### src/rtl/calc_pkg.sv
// Shared types and helpers for the BCD calculator display.
// Assumes active-low segments in {g,f,e,d,c,b,a} order.
package calc_pkg;

    typedef enum logic [1:0] {
        PH_ADD = 2'd0,
        PH_SUB = 2'd1,
        PH_MUL = 2'd2
    } phase_t;

    localparam logic [6:0] SEG_BLANK = 7'b1111111;
    localparam logic [6:0] SEG_MINUS = 7'b0111111;

    // Segment pattern for one decimal digit; anything above 9 goes dark.
    function automatic logic [6:0] seg_of(input logic [3:0] d);
        case (d)
            4'd0:    seg_of = 7'b1000000;
            4'd1:    seg_of = 7'b1111001;
            4'd2:    seg_of = 7'b0100100;
            4'd3:    seg_of = 7'b0110000;
            4'd4:    seg_of = 7'b0011001;
            4'd5:    seg_of = 7'b0010010;
            4'd6:    seg_of = 7'b0000010;
            4'd7:    seg_of = 7'b1111000;
            4'd8:    seg_of = 7'b0000000;
            4'd9:    seg_of = 7'b0010000;
            default: seg_of = SEG_BLANK;
        endcase
    endfunction

    // Number of decimal digits needed to print a maximum value.
    function automatic int dec_digits(input longint unsigned maxv);
        longint unsigned v;
        int n;
        v = maxv;
        n = 1;
        while (v >= 10) begin
            v = v / 10;
            n = n + 1;
        end
        return n;
    endfunction

endpackage

### src/rtl/bcd_lane.sv
// Converts an ND-digit BCD word into its binary value and flags any
// nibble above 9. The value is meaningless when bad is high.
module bcd_lane #(
    parameter int ND = 2,
    parameter int VW = 7
) (
    input  logic [4*ND-1:0] bcd,
    output logic [VW-1:0]   value,
    output logic            bad
);
    // Horner accumulation from the most significant nibble down.
    always_comb begin
        logic [3:0] nib;
        value = '0;
        bad   = 1'b0;
        for (int i = ND - 1; i >= 0; i--) begin
            nib   = bcd[4*i +: 4];
            value = VW'(value * VW'(10)) + VW'(nib);
            bad   = bad | (nib > 4'd9);
        end
    end
endmodule

### src/rtl/dec_split.sv
// Splits a W-bit binary value into NDIG decimal digits, index 0 the ones.
// Assumes the value fits in NDIG digits; higher parts are dropped.
module dec_split #(
    parameter int W    = 8,
    parameter int NDIG = 3
) (
    input  logic [W-1:0]           bin,
    output logic [NDIG-1:0][3:0]   dig
);
    // Repeated constant divide by ten, one digit per step.
    always_comb begin
        logic [W-1:0] rem;
        rem = bin;
        for (int i = 0; i < NDIG; i++) begin
            dig[i] = 4'(rem % W'(10));
            rem    = rem / W'(10);
        end
    end
endmodule

### src/rtl/phase_seq.sv
// Result phase counter: sum, difference, product, then back to sum.
// Advances on a tick sampled at the clock edge; synchronous active-low reset.
module phase_seq
    import calc_pkg::*;
(
    input  logic   clk,
    input  logic   rst_n,
    input  logic   tick,
    output phase_t phase
);
    // Step the phase on each tick, wrapping after the product.
    always_ff @(posedge clk) begin
        if (!rst_n) begin
            phase <= PH_ADD;
        end else if (tick) begin
            case (phase)
                PH_ADD:  phase <= PH_SUB;
                PH_SUB:  phase <= PH_MUL;
                default: phase <= PH_ADD;
            endcase
        end
    end

    p_hold_no_tick_r8: assert property (@(posedge clk) disable iff (!rst_n)
        !tick |=> $stable(phase));

    p_wrap_after_mul_r8: assert property (@(posedge clk) disable iff (!rst_n)
        (tick && phase == PH_MUL) |=> phase == PH_ADD);

    p_never_phase3_r8: assert property (@(posedge clk) disable iff (!rst_n)
        tick |=> phase != $past(phase));
endmodule

### src/rtl/bcd_calc_display.sv
// Two-mode calculator driving eight active-low seven-segment digits.
// Mode 0 prints an unsigned binary operand in decimal; mode 1 prints two
// BCD operands and cycles the sum, signed difference and product.
// Assumes a 2-digit BCD layout filling the 8-digit bank (default params).
module bcd_calc_display
    import calc_pkg::*;
#(
    parameter int OPW        = 8,
    parameter int BCD_DIGITS = 2
) (
    input  logic                      clk,
    input  logic                      rst_n,
    input  logic                      op_sel,
    input  logic [OPW-1:0]            bin_opnd,
    input  logic [4*BCD_DIGITS-1:0]   bcd_a,
    input  logic [4*BCD_DIGITS-1:0]   bcd_b,
    input  logic                      tick,
    output logic [28*BCD_DIGITS-1:0]  seg_out,
    output logic                      bad_bcd
);
    localparam int D       = BCD_DIGITS;
    localparam int VW      = $clog2(10 ** D);
    localparam int SUMW    = VW + 1;
    localparam int PRODW   = 2 * VW;
    localparam int BIN_DIG = dec_digits(longint'(2) ** OPW - 1);
    localparam int RES_DIG = 2 * D;
    localparam int NUM_DIG = 4 * D;

    logic [VW-1:0]    a_val, b_val, diff;
    logic             a_bad, b_bad, any_bad, a_less;
    logic [SUMW-1:0]  sum;
    logic [PRODW-1:0] prod;
    phase_t           phase;

    logic [BIN_DIG-1:0][3:0] bin_d;
    logic [D:0][3:0]         sum_d;
    logic [D-1:0][3:0]       diff_d;
    logic [2*D-1:0][3:0]     prod_d;
    logic [NUM_DIG-1:0][6:0] dig_n;

    bcd_lane #(.ND(D), .VW(VW)) u_lane_a (.bcd(bcd_a), .value(a_val), .bad(a_bad));
    bcd_lane #(.ND(D), .VW(VW)) u_lane_b (.bcd(bcd_b), .value(b_val), .bad(b_bad));

    // Arithmetic on the binary operand values.
    always_comb begin
        any_bad = a_bad | b_bad;
        a_less  = a_val < b_val;
        sum     = SUMW'(a_val) + SUMW'(b_val);
        diff    = a_less ? (b_val - a_val) : (a_val - b_val);
        prod    = PRODW'(a_val) * PRODW'(b_val);
    end

    dec_split #(.W(OPW),   .NDIG(BIN_DIG)) u_split_bin  (.bin(bin_opnd), .dig(bin_d));
    dec_split #(.W(SUMW),  .NDIG(D + 1))   u_split_sum  (.bin(sum),      .dig(sum_d));
    dec_split #(.W(VW),    .NDIG(D))       u_split_diff (.bin(diff),     .dig(diff_d));
    dec_split #(.W(PRODW), .NDIG(2 * D))   u_split_prod (.bin(prod),     .dig(prod_d));

    phase_seq u_phase (.clk(clk), .rst_n(rst_n), .tick(tick), .phase(phase));

    // Compose the next digit patterns for the current mode and phase.
    always_comb begin
        for (int k = 0; k < NUM_DIG; k++) dig_n[k] = SEG_BLANK;
        if (!op_sel) begin
            for (int i = 0; i < BIN_DIG; i++) dig_n[i] = seg_of(bin_d[i]);
        end else begin
            for (int i = 0; i < D; i++) begin
                dig_n[RES_DIG + D + i] = seg_of(bcd_a[4*i +: 4]);
                dig_n[RES_DIG + i]     = seg_of(bcd_b[4*i +: 4]);
            end
            if (!any_bad) begin
                case (phase)
                    PH_ADD: for (int i = 0; i <= D; i++) dig_n[i] = seg_of(sum_d[i]);
                    PH_SUB: begin
                        for (int i = 0; i < D; i++) dig_n[i] = seg_of(diff_d[i]);
                        if (a_less) dig_n[D] = SEG_MINUS;
                    end
                    PH_MUL: for (int i = 0; i < 2 * D; i++) dig_n[i] = seg_of(prod_d[i]);
                    default: ;
                endcase
            end
        end
    end

    // Register the display and the invalid flag.
    always_ff @(posedge clk) begin
        if (!rst_n) begin
            seg_out <= '1;
            bad_bcd <= 1'b0;
        end else begin
            seg_out <= dig_n;
            bad_bcd <= any_bad;
        end
    end

    // Marks that one full cycle has passed since reset release.
    logic armed;
    always_ff @(posedge clk) begin
        if (!rst_n) armed <= 1'b0;
        else        armed <= 1'b1;
    end

    p_reset_blank_r1: assert property (@(posedge clk)
        !rst_n |=> (seg_out == '1 && !bad_bcd));

    p_mode0_upper_blank_r2: assert property (@(posedge clk) disable iff (!rst_n)
        (armed && !$past(op_sel)) |-> seg_out[NUM_DIG*7-1:BIN_DIG*7] == '1);

    p_bad_blanks_result_r9: assert property (@(posedge clk) disable iff (!rst_n)
        (armed && $past(op_sel) && bad_bcd) |-> seg_out[RES_DIG*7-1:0] == '1);

    p_minus_only_sub_r6: assert property (@(posedge clk) disable iff (!rst_n)
        (armed && $past(op_sel) && seg_out[D*7 +: 7] == SEG_MINUS) |-> $past(phase) == PH_SUB);

    p_mul_no_minus_r7: assert property (@(posedge clk) disable iff (!rst_n)
        (armed && $past(op_sel) && $past(phase) == PH_MUL) |-> seg_out[D*7 +: 7] != SEG_MINUS);
endmodule

### config.mk
export PLATFORM = sky130hd
export DESIGN_NAME = bcd_calc_display
export DESIGN_NICKNAME = d
export VERILOG_FILES = /design/src/rtl/calc_pkg.sv /design/src/rtl/bcd_lane.sv /design/src/rtl/dec_split.sv /design/src/rtl/phase_seq.sv /design/src/rtl/bcd_calc_display.sv
export SDC_FILE = /design/constraint.sdc
export NUM_CORES = 1
export LEC_CHECK = 0
export ABC_AREA = 1
export BUFFER_PORTS_ARGS = -buffer_cell sky130_fd_sc_hd__buf_2
export CAP_MARGIN = 20
export CORE_UTILIZATION = 60
export DETAILED_ROUTE_END_ITERATION = 8
export GPL_TIMING_DRIVEN = 1
export PLACE_DENSITY = 0.83
export SYNTH_ARGS = -nofsm -noshare
export SYNTH_HDL_FRONTEND = slang
export SYNTH_SLANG_ARGS = --single-unit
export TNS_END_PERCENT = 20
### constraint.sdc
create_clock -name clk -period 35.2 [get_ports clk]
set_clock_uncertainty 0.15 [all_clocks]
set_input_delay 3.52 -clock clk [delete_from_list [all_inputs] [get_ports clk]]
set_output_delay 3.52 -clock clk [all_outputs]
set_load 0.005 [all_outputs]
---- After elaboration in Yosys (flattened, before gate mapping) ----
Memory sizes are Yosys's and may differ from the RTL's. A register that Yosys moved wholly into a read port is not among the register bits.
Cells that the tools add are included.
Widths: inputs -> output; s select.
storage, ports and cells
  bits in read-only memories .............. 1792
  output and inout port bits .............. 57
  flip-flop bits (word level) ............. 24
  bits of input ports ..................... 28
  word-level logic and storage cells ...... 73
  memories ................................ 16
memories
  memory           depth  bits a word  rd ports  clocked after Yosys merged registers in  wr ports  line            RTL
  (no name shown)  16     7            1         0                                        0         calc_pkg.sv:16  case (d)
  (no name shown)  16     7            1         0                                        0         calc_pkg.sv:16
  (no name shown)  16     7            1         0                                        0         calc_pkg.sv:16
  (no name shown)  16     7            1         1                                        0         calc_pkg.sv:16
  (no name shown)  16     7            1         1                                        0         calc_pkg.sv:16
  (no name shown)  16     7            1         1                                        0         calc_pkg.sv:16
  +10 memories     --     --           --        --                                       --        --
operators by class
  multiply operators ...................... 3
  add/sub/neg operators ................... 5
  multiplexer cells ....................... 6
  div/mod/pow operators ................... 20
  equality and inequality tests ........... 2
  bitwise gates (word level) .............. 6
  magnitude comparators ................... 5
  reduce and logical (&&, ||, !) cells .... 7
operators by type and width
  operator               count
  $pmux 21 s3            1
  $mod 14x4->14 const B  4
  $mod 8x4->8 const B    6
  $div 14x4->14 const B  3
  $mux 21                2
  $div 8x4->8 const B    4
  $gt 4x4->1 const B     4
  $add 7x4->7            2
  $mod 7x4->7 const B    2
  $mul 7x7->14           1
  $mux 7                 2
  $sub 7x7->7            2
  $mul 4x3->6 const B    2
  $add 7x7->8            1
  $div 7x4->7 const B    1
  $lt 7x7->1             1
  $logic_not 1->1        4
  $pmux 2 s2             1
  $reduce_or 4->1        1
  $not 1->1              3
  $or 1x1->1             3
  $eq 2x1->1 const B     1
  $eq 2x2->1 const B     1
  $logic_not 2->1        1
  $reduce_and 2->1       1

---- Depth between registers and ports, before layout ----
An unclocked memory read counts as a cell.
  depth in word-level cells ............... 10
  depth in mapped cells ................... 97
  gate-level depth less buffers ........... 97

---- Modules after synthesis ----
A second synthesis with hierarchy kept.
second synthesis, totals
  cell total of the unflattened synthesis .. 1946
  area total of the unflattened synthesis .. 12275.5 µm²
by module, submodules not included
  module                       sequential area each (µm²)  area each (µm²)  cells each  instances
  bcd_calc_display             1141.1                      7337.0           1103        1
  dec_split (u_split_prod)     0.0                         2461.1           430         1
  dec_split (u_split_bin ...)  0.0                         705.7            118         2
  bcd_lane                     0.0                         284.0            45          2
  dec_split (u_split_diff)     0.0                         416.6            76          1
  phase_seq                    40.0                        81.3             11          1

---- Worst setup path after synthesis ----
OpenSTA, ideal clock, no wires.
  kind .................................... input to register
  from .................................... in bcd_b[5]
  to ...................................... reg seg_out[24]
  setup time .............................. 0.125 ns
  required time ........................... 34.925 ns
  slack ................................... 21.061 ns
  path buffers ............................ 0
  cell stages on the path ................. 80
  arrival ................................. 13.864 ns
  cells stage by stage .................... ha_1 ha_1 inv_1 fa_1 nor2_1 xor2_1 inv_1 nand2_1 fa_1 fa_1 inv_1 fa_1 inv_1 fa_1 inv_1 ha_1 nand2_1 inv_1 (+44 left out) nand3_1 nand2_1 nand3_2 nor2_2 nand3_4 nand2_8 inv_6 nand2_4 nand2_2 nand2_1 nand2_1 o21ai_2 nand2_4 xor2_2 ha_1 or2_1 nand3_1 nand3_1
between the ends
  cells in the longest elaborated chain, start to end .. 7
  elaborated cells between the ends (all ways) .. 11
  classes of those cells .................. add/sub (1); mul (2); div (4); order compare (1); bitwise (2); reduce/logical (1)
ends and longest elaborated chain
  element                      line                    RTL
  start, declared              bcd_calc_display.sv:16  input logic [4*BCD_DIGITS-1:0] bcd_b,
  $mul 4x3->6                  bcd_lane.sv:18          value = VW'(value * VW'(10)) + VW'(nib);
  $add 7x4->7                  bcd_lane.sv:18
  $mul 7x7->14                 bcd_calc_display.sv:50  prod = PRODW'(a_val) * PRODW'(b_val);
  $div 14x4->14 (3 in series)  dec_split.sv:16         rem = rem / W'(10);
  $mod 14x4->14                dec_split.sv:15         dig[i] = 4'(rem % W'(10));
  end, declared                bcd_calc_display.sv:18  output logic [28*BCD_DIGITS-1:0] seg_out,
Several ways; a longest one is shown, not always the timed one.
A chain may end at the register's enable or synchronous reset.

---- Final worst setup path ----
Same ends and word-level chain as after synthesis.

==> flow_results.org <==
** Status
- Status :: completed

** Yosys
- Syn_area_per_cell :: 6.43 µm²
- Cell types occupying the most area after synthesis :: sky130_fd_sc_hd__ha_1 19%, sky130_fd_sc_hd__nand2_1 14%, sky130_fd_sc_hd__dfxtp_1 11%
- Yosys top cell area share :: 0.190
- After synthesis, the share of flip-flops with an asynchronous set or reset is 0.
- The share of the Yosys chip area taken by registers is 0.110.
- Cell taking the most area after synthesis :: sky130_fd_sc_hd__ha_1
- Distinct cell type count after synthesis :: 59
- Flop and latch count out of synthesis :: 59
- Counting instances in the post-synthesis netlist gives the leading cell types as 387 x sky130_fd_sc_hd__nand2_1, 274 x sky130_fd_sc_hd__inv_1, 162 x sky130_fd_sc_hd__ha_1.
- Among all flip-flop cells after synthesis, the most frequent one is sky130_fd_sc_hd__dfxtp_1.
- Synth Instances :: 1662
- Number of flops mapped to enable cells by yosys :: 0
- Post-synthesis cell area :: 10700 µm²
- By instance count, the leading cell after synthesis is sky130_fd_sc_hd__nand2_1.
- Number of nets produced by synthesis :: 1883
- During synthesis, Yosys emitted a total of 0 warnings.

** Setup path
- Worst-path fanout max :: 9
- Number of buffers and inverters on the critical path :: 13
- On the critical path, the stage with the largest delay is an instance of sky130_fd_sc_hd__fa_1.
- Length in cells of the worst reg-to-reg path :: 8
- Cell with the most instances on the worst path :: sky130_fd_sc_hd__nand2_1
- CP top delay family :: simple AND/OR/NAND/NOR gates
- The worst setup path is of the input port to register kind.
- Launch point of the worst reg-to-reg path :: u_phase.phase[1]$_SDFFE_PN0P_
- Type of element capturing the critical path :: register
- Slowest cell delay on critical path :: 0.55 ns
- The worst setup path is launched from an input port.
- In this run the critical register-to-register path is captured at seg_out[5]$_SDFF_PN1_.
- Crit path arrival time :: 15.30 ns
- The setup check on the worst reg-to-reg path leaves a slack of 33.11 ns.
- The critical path crosses 81 cells after its start point.
- Data required time at the worst endpoint :: 35.26 ns

** STA
- The final number of max-transition violations is 0.
- For the pin with the worst max-slew slack, the measured transition is 0.812 ns.
- Setup repair after global routing left no endpoint under its margin.
- Derived from the worst setup path, the maximum achievable clock frequency is 65.6 MHz.
- Measured against its own limit, the worst slew margin works out to 0.457.
- Setup violations remaining at the end of the flow were counted as 0.
- The final count of hold timing violations is 0.
- Setup total negative slack on the finished layout was measured at 0 ns.
- Final min period :: 15.23 ns
- Crit share post-route :: 0.433

** Place
- Detailed placement finished with a half-perimeter wire length of 19600 µm.
- At the end of routability-driven placement, the weighted congestion stood at 0.968.
- Input and output buffers added on the ports amount to 84.

** Global routing
- Wire length of the first global-routing pass :: 41000 µm
- Entering global routing, the biggest net connects 23 pins.
- Across every metal layer, demand over resource in global routing totals 0.267.
- Number of global-route vias before repair :: 9862
- Global route overflow :: 0
- The initial antenna violation count is 0.

** Drt
- In this run, the number of DRC markers left after iteration 0 of detailed routing was 525.
- DRC Markers :: 0
- The final route contains 10514 vias.
- For this block, the routed nets add up to 23900 µm of wire.
- Post-route antenna net violation count :: 0
- In the final routed layout, each cell accounts on average for 12.1 µm.
- Dividing the detail-routed via count by the number of cells gives 5.32.
- Detailed-routing iteration count for the pre-antenna-repair pass :: 5

** CTS
- Clock Pin Slew Worst Setup and Hold Paths :: 0.05 ns
- The clock tree synthesis step divided the H-tree into 3 levels.
- TritonCTS built the clock tree.
- The tree is rooted in a sky130_fd_sc_hd__clkbuf_16.
- Once the clock tree was built, the resizer swapped 0 gates to a different size.
- The clock passes through at most 2 buffers.
- Clock insertion delay at the later pin of the skew report :: 0.34 ns
- The number of setup buffers added after CTS is 0.
- After clock tree synthesis, the flow added hold-fix buffers numbering 0.
- Clock tree synthesis found a total of 59 sinks.
- Counting the buffers created by CTS gives 9.

** Cells and area
- Final net count :: 1970
- In the final layout, the share of cells above drive strength 1 is 0.152.
- The sequential cells in the finished layout cover a total of 1180 µm².
- Multi-input combinational cell area :: 8290 µm²
- The repair_antennas step left the layout with diodes totalling 0.
- Fill count :: 1478
- Growth of design area from synthesis to finish :: 9.24%

** Floorplanning
- Core footprint :: 17400 µm²
- Die span in x :: 135 µm
- Placement Rows :: 48
- I/O pin total :: 85
- Full die area :: 18400 µm²
- Measured along the y axis, the die boundary spans 135 µm.
- For this configuration, the core starts out at a cell density of 0.616.

** Worst hold path
- Hold path depth :: 2
- The worst hold path belongs to the class register to register.
- For hold timing, the worst endpoint is u_phase.phase[0]$_SDFFE_PN0P_.
- Min-delay src :: u_phase.phase[0]$_SDFFE_PN0P_

** Run
- Max_cap viols :: 0
flip-flops by register name (all words and copies together), names as in the netlist:
name / count
bad_bcd: 1
u_phase.phase: 2
seg_out: 56
through the flow:
step / cells / area [µm²] / util / worst slack, ns / hold slack [ns]
detailed placement: 1963 / 11400 / 0.655 / 19.71 / 0.432
global placement: 1963 / 11400 / 0.655 / 20.33 / 0.422
floorplan: 1662 / 10700 / - / 21.06 / 0.388
CTS: 1978 / 11700 / 0.673 / 20.00 / 0.440
global route: 1978 / 11700 / 0.673 / 18.89 / 0.494
finish: 1978 / 11700 / 0.673 / 19.97 / 0.442
worst max path at each step:
| stage | start | end | slack, ns |
|---|---|---|---|
| floorplan | bcd_b[5] | seg_out[24]$_SDFF_PP1_ | 21.06 |
| global placement | bcd_b[5] | seg_out[24]$_SDFF_PP1_ | 20.33 |
| detailed placement | bcd_b[5] | seg_out[24]$_SDFF_PP1_ | 19.71 |
| CTS | bcd_b[5] | seg_out[24]$_SDFF_PP1_ | 20.00 |
| global route | bcd_b[5] | seg_out[17]$_SDFF_PN1_ | 18.89 |
| finish | bcd_b[5] | seg_out[24]$_SDFF_PP1_ | 19.97 |
placed cells by master (no fill, tap or decap), types with 5 or more instances in the layout:
| cell type | synthesis | routed |
|---|---|---|
| sky130_fd_sc_hd__xnor2_1 | 7 | 7 |
| sky130_fd_sc_hd__o21a_1 | 5 | 5 |
| sky130_fd_sc_hd__or2_2 | 16 | 16 |
| sky130_fd_sc_hd__o211ai_1 | 17 | 17 |
| sky130_fd_sc_hd__a31oi_1 | 5 | 5 |
| sky130_fd_sc_hd__buf_2 | 1 | 84 |
| sky130_fd_sc_hd__o21ai_0 | 117 | 117 |
| sky130_fd_sc_hd__inv_1 | 274 | 274 |
| sky130_fd_sc_hd__nand4_1 | 13 | 13 |
| sky130_fd_sc_hd__xor2_1 | 46 | 46 |
| sky130_fd_sc_hd__dfxtp_1 | 59 | 59 |
| sky130_fd_sc_hd__nand3_2 | 16 | 16 |
| sky130_fd_sc_hd__nand3_1 | 113 | 113 |
| sky130_fd_sc_hd__nand2_2 | 53 | 53 |
| sky130_fd_sc_hd__o21ai_1 | 17 | 17 |
| sky130_fd_sc_hd__nand2_4 | 18 | 18 |
| sky130_fd_sc_hd__nor2_2 | 5 | 5 |
| sky130_fd_sc_hd__fa_1 | 31 | 31 |
| sky130_fd_sc_hd__nor2_1 | 122 | 122 |
| sky130_fd_sc_hd__ha_1 | 162 | 162 |
| sky130_fd_sc_hd__clkbuf_16 | 0 | 9 |
| sky130_fd_sc_hd__a21oi_1 | 71 | 71 |
| sky130_fd_sc_hd__nand2_1 | 387 | 387 |
| sky130_fd_sc_hd__nor3_1 | 5 | 5 |
| sky130_fd_sc_hd__inv_2 | 33 | 33 |
tightest hold or removal path, stage by stage (launching register included):
cell and delay [ns]:
sky130_fd_sc_hd__dfxtp_1 0.33, sky130_fd_sc_hd__o21ai_0 0.17, sky130_fd_sc_hd__a21oi_1 0.04
per-layer routing:
metal / track usage / share of wire
met5: 0 / 0
met4: 0.0949 / 0.025
met3: 0.0494 / 0.053
met2: 0.480 / 0.48
met1: 0.315 / 0.44
area by class of cell:
cell class              instances  area share
multi-input cells            1281       0.710
inverters                     313       0.102
flip-flops and latches         59       0.101
repair buffers                 85      0.0366
clock buffers                  14      0.0243
well taps                     225      0.0241
clock inverters                 1     0.00257
cell families (layout without fill, tap and decap cells):
logic type      Yosys count  count (layout)  share of synthesized area
fa+ha+maj               193             193                      0.248
mux                       2               2                    0.00222
buf+inv                 322             413                      0.114
xor+xnor                 58              58                     0.0510
compound gates          268             268                      0.146
flops                    59              59                      0.110
simple gates            760             760                      0.329
Power is not shown: default switching activity piles up to over one toggle a cycle in this logic, so the estimate is an artifact.
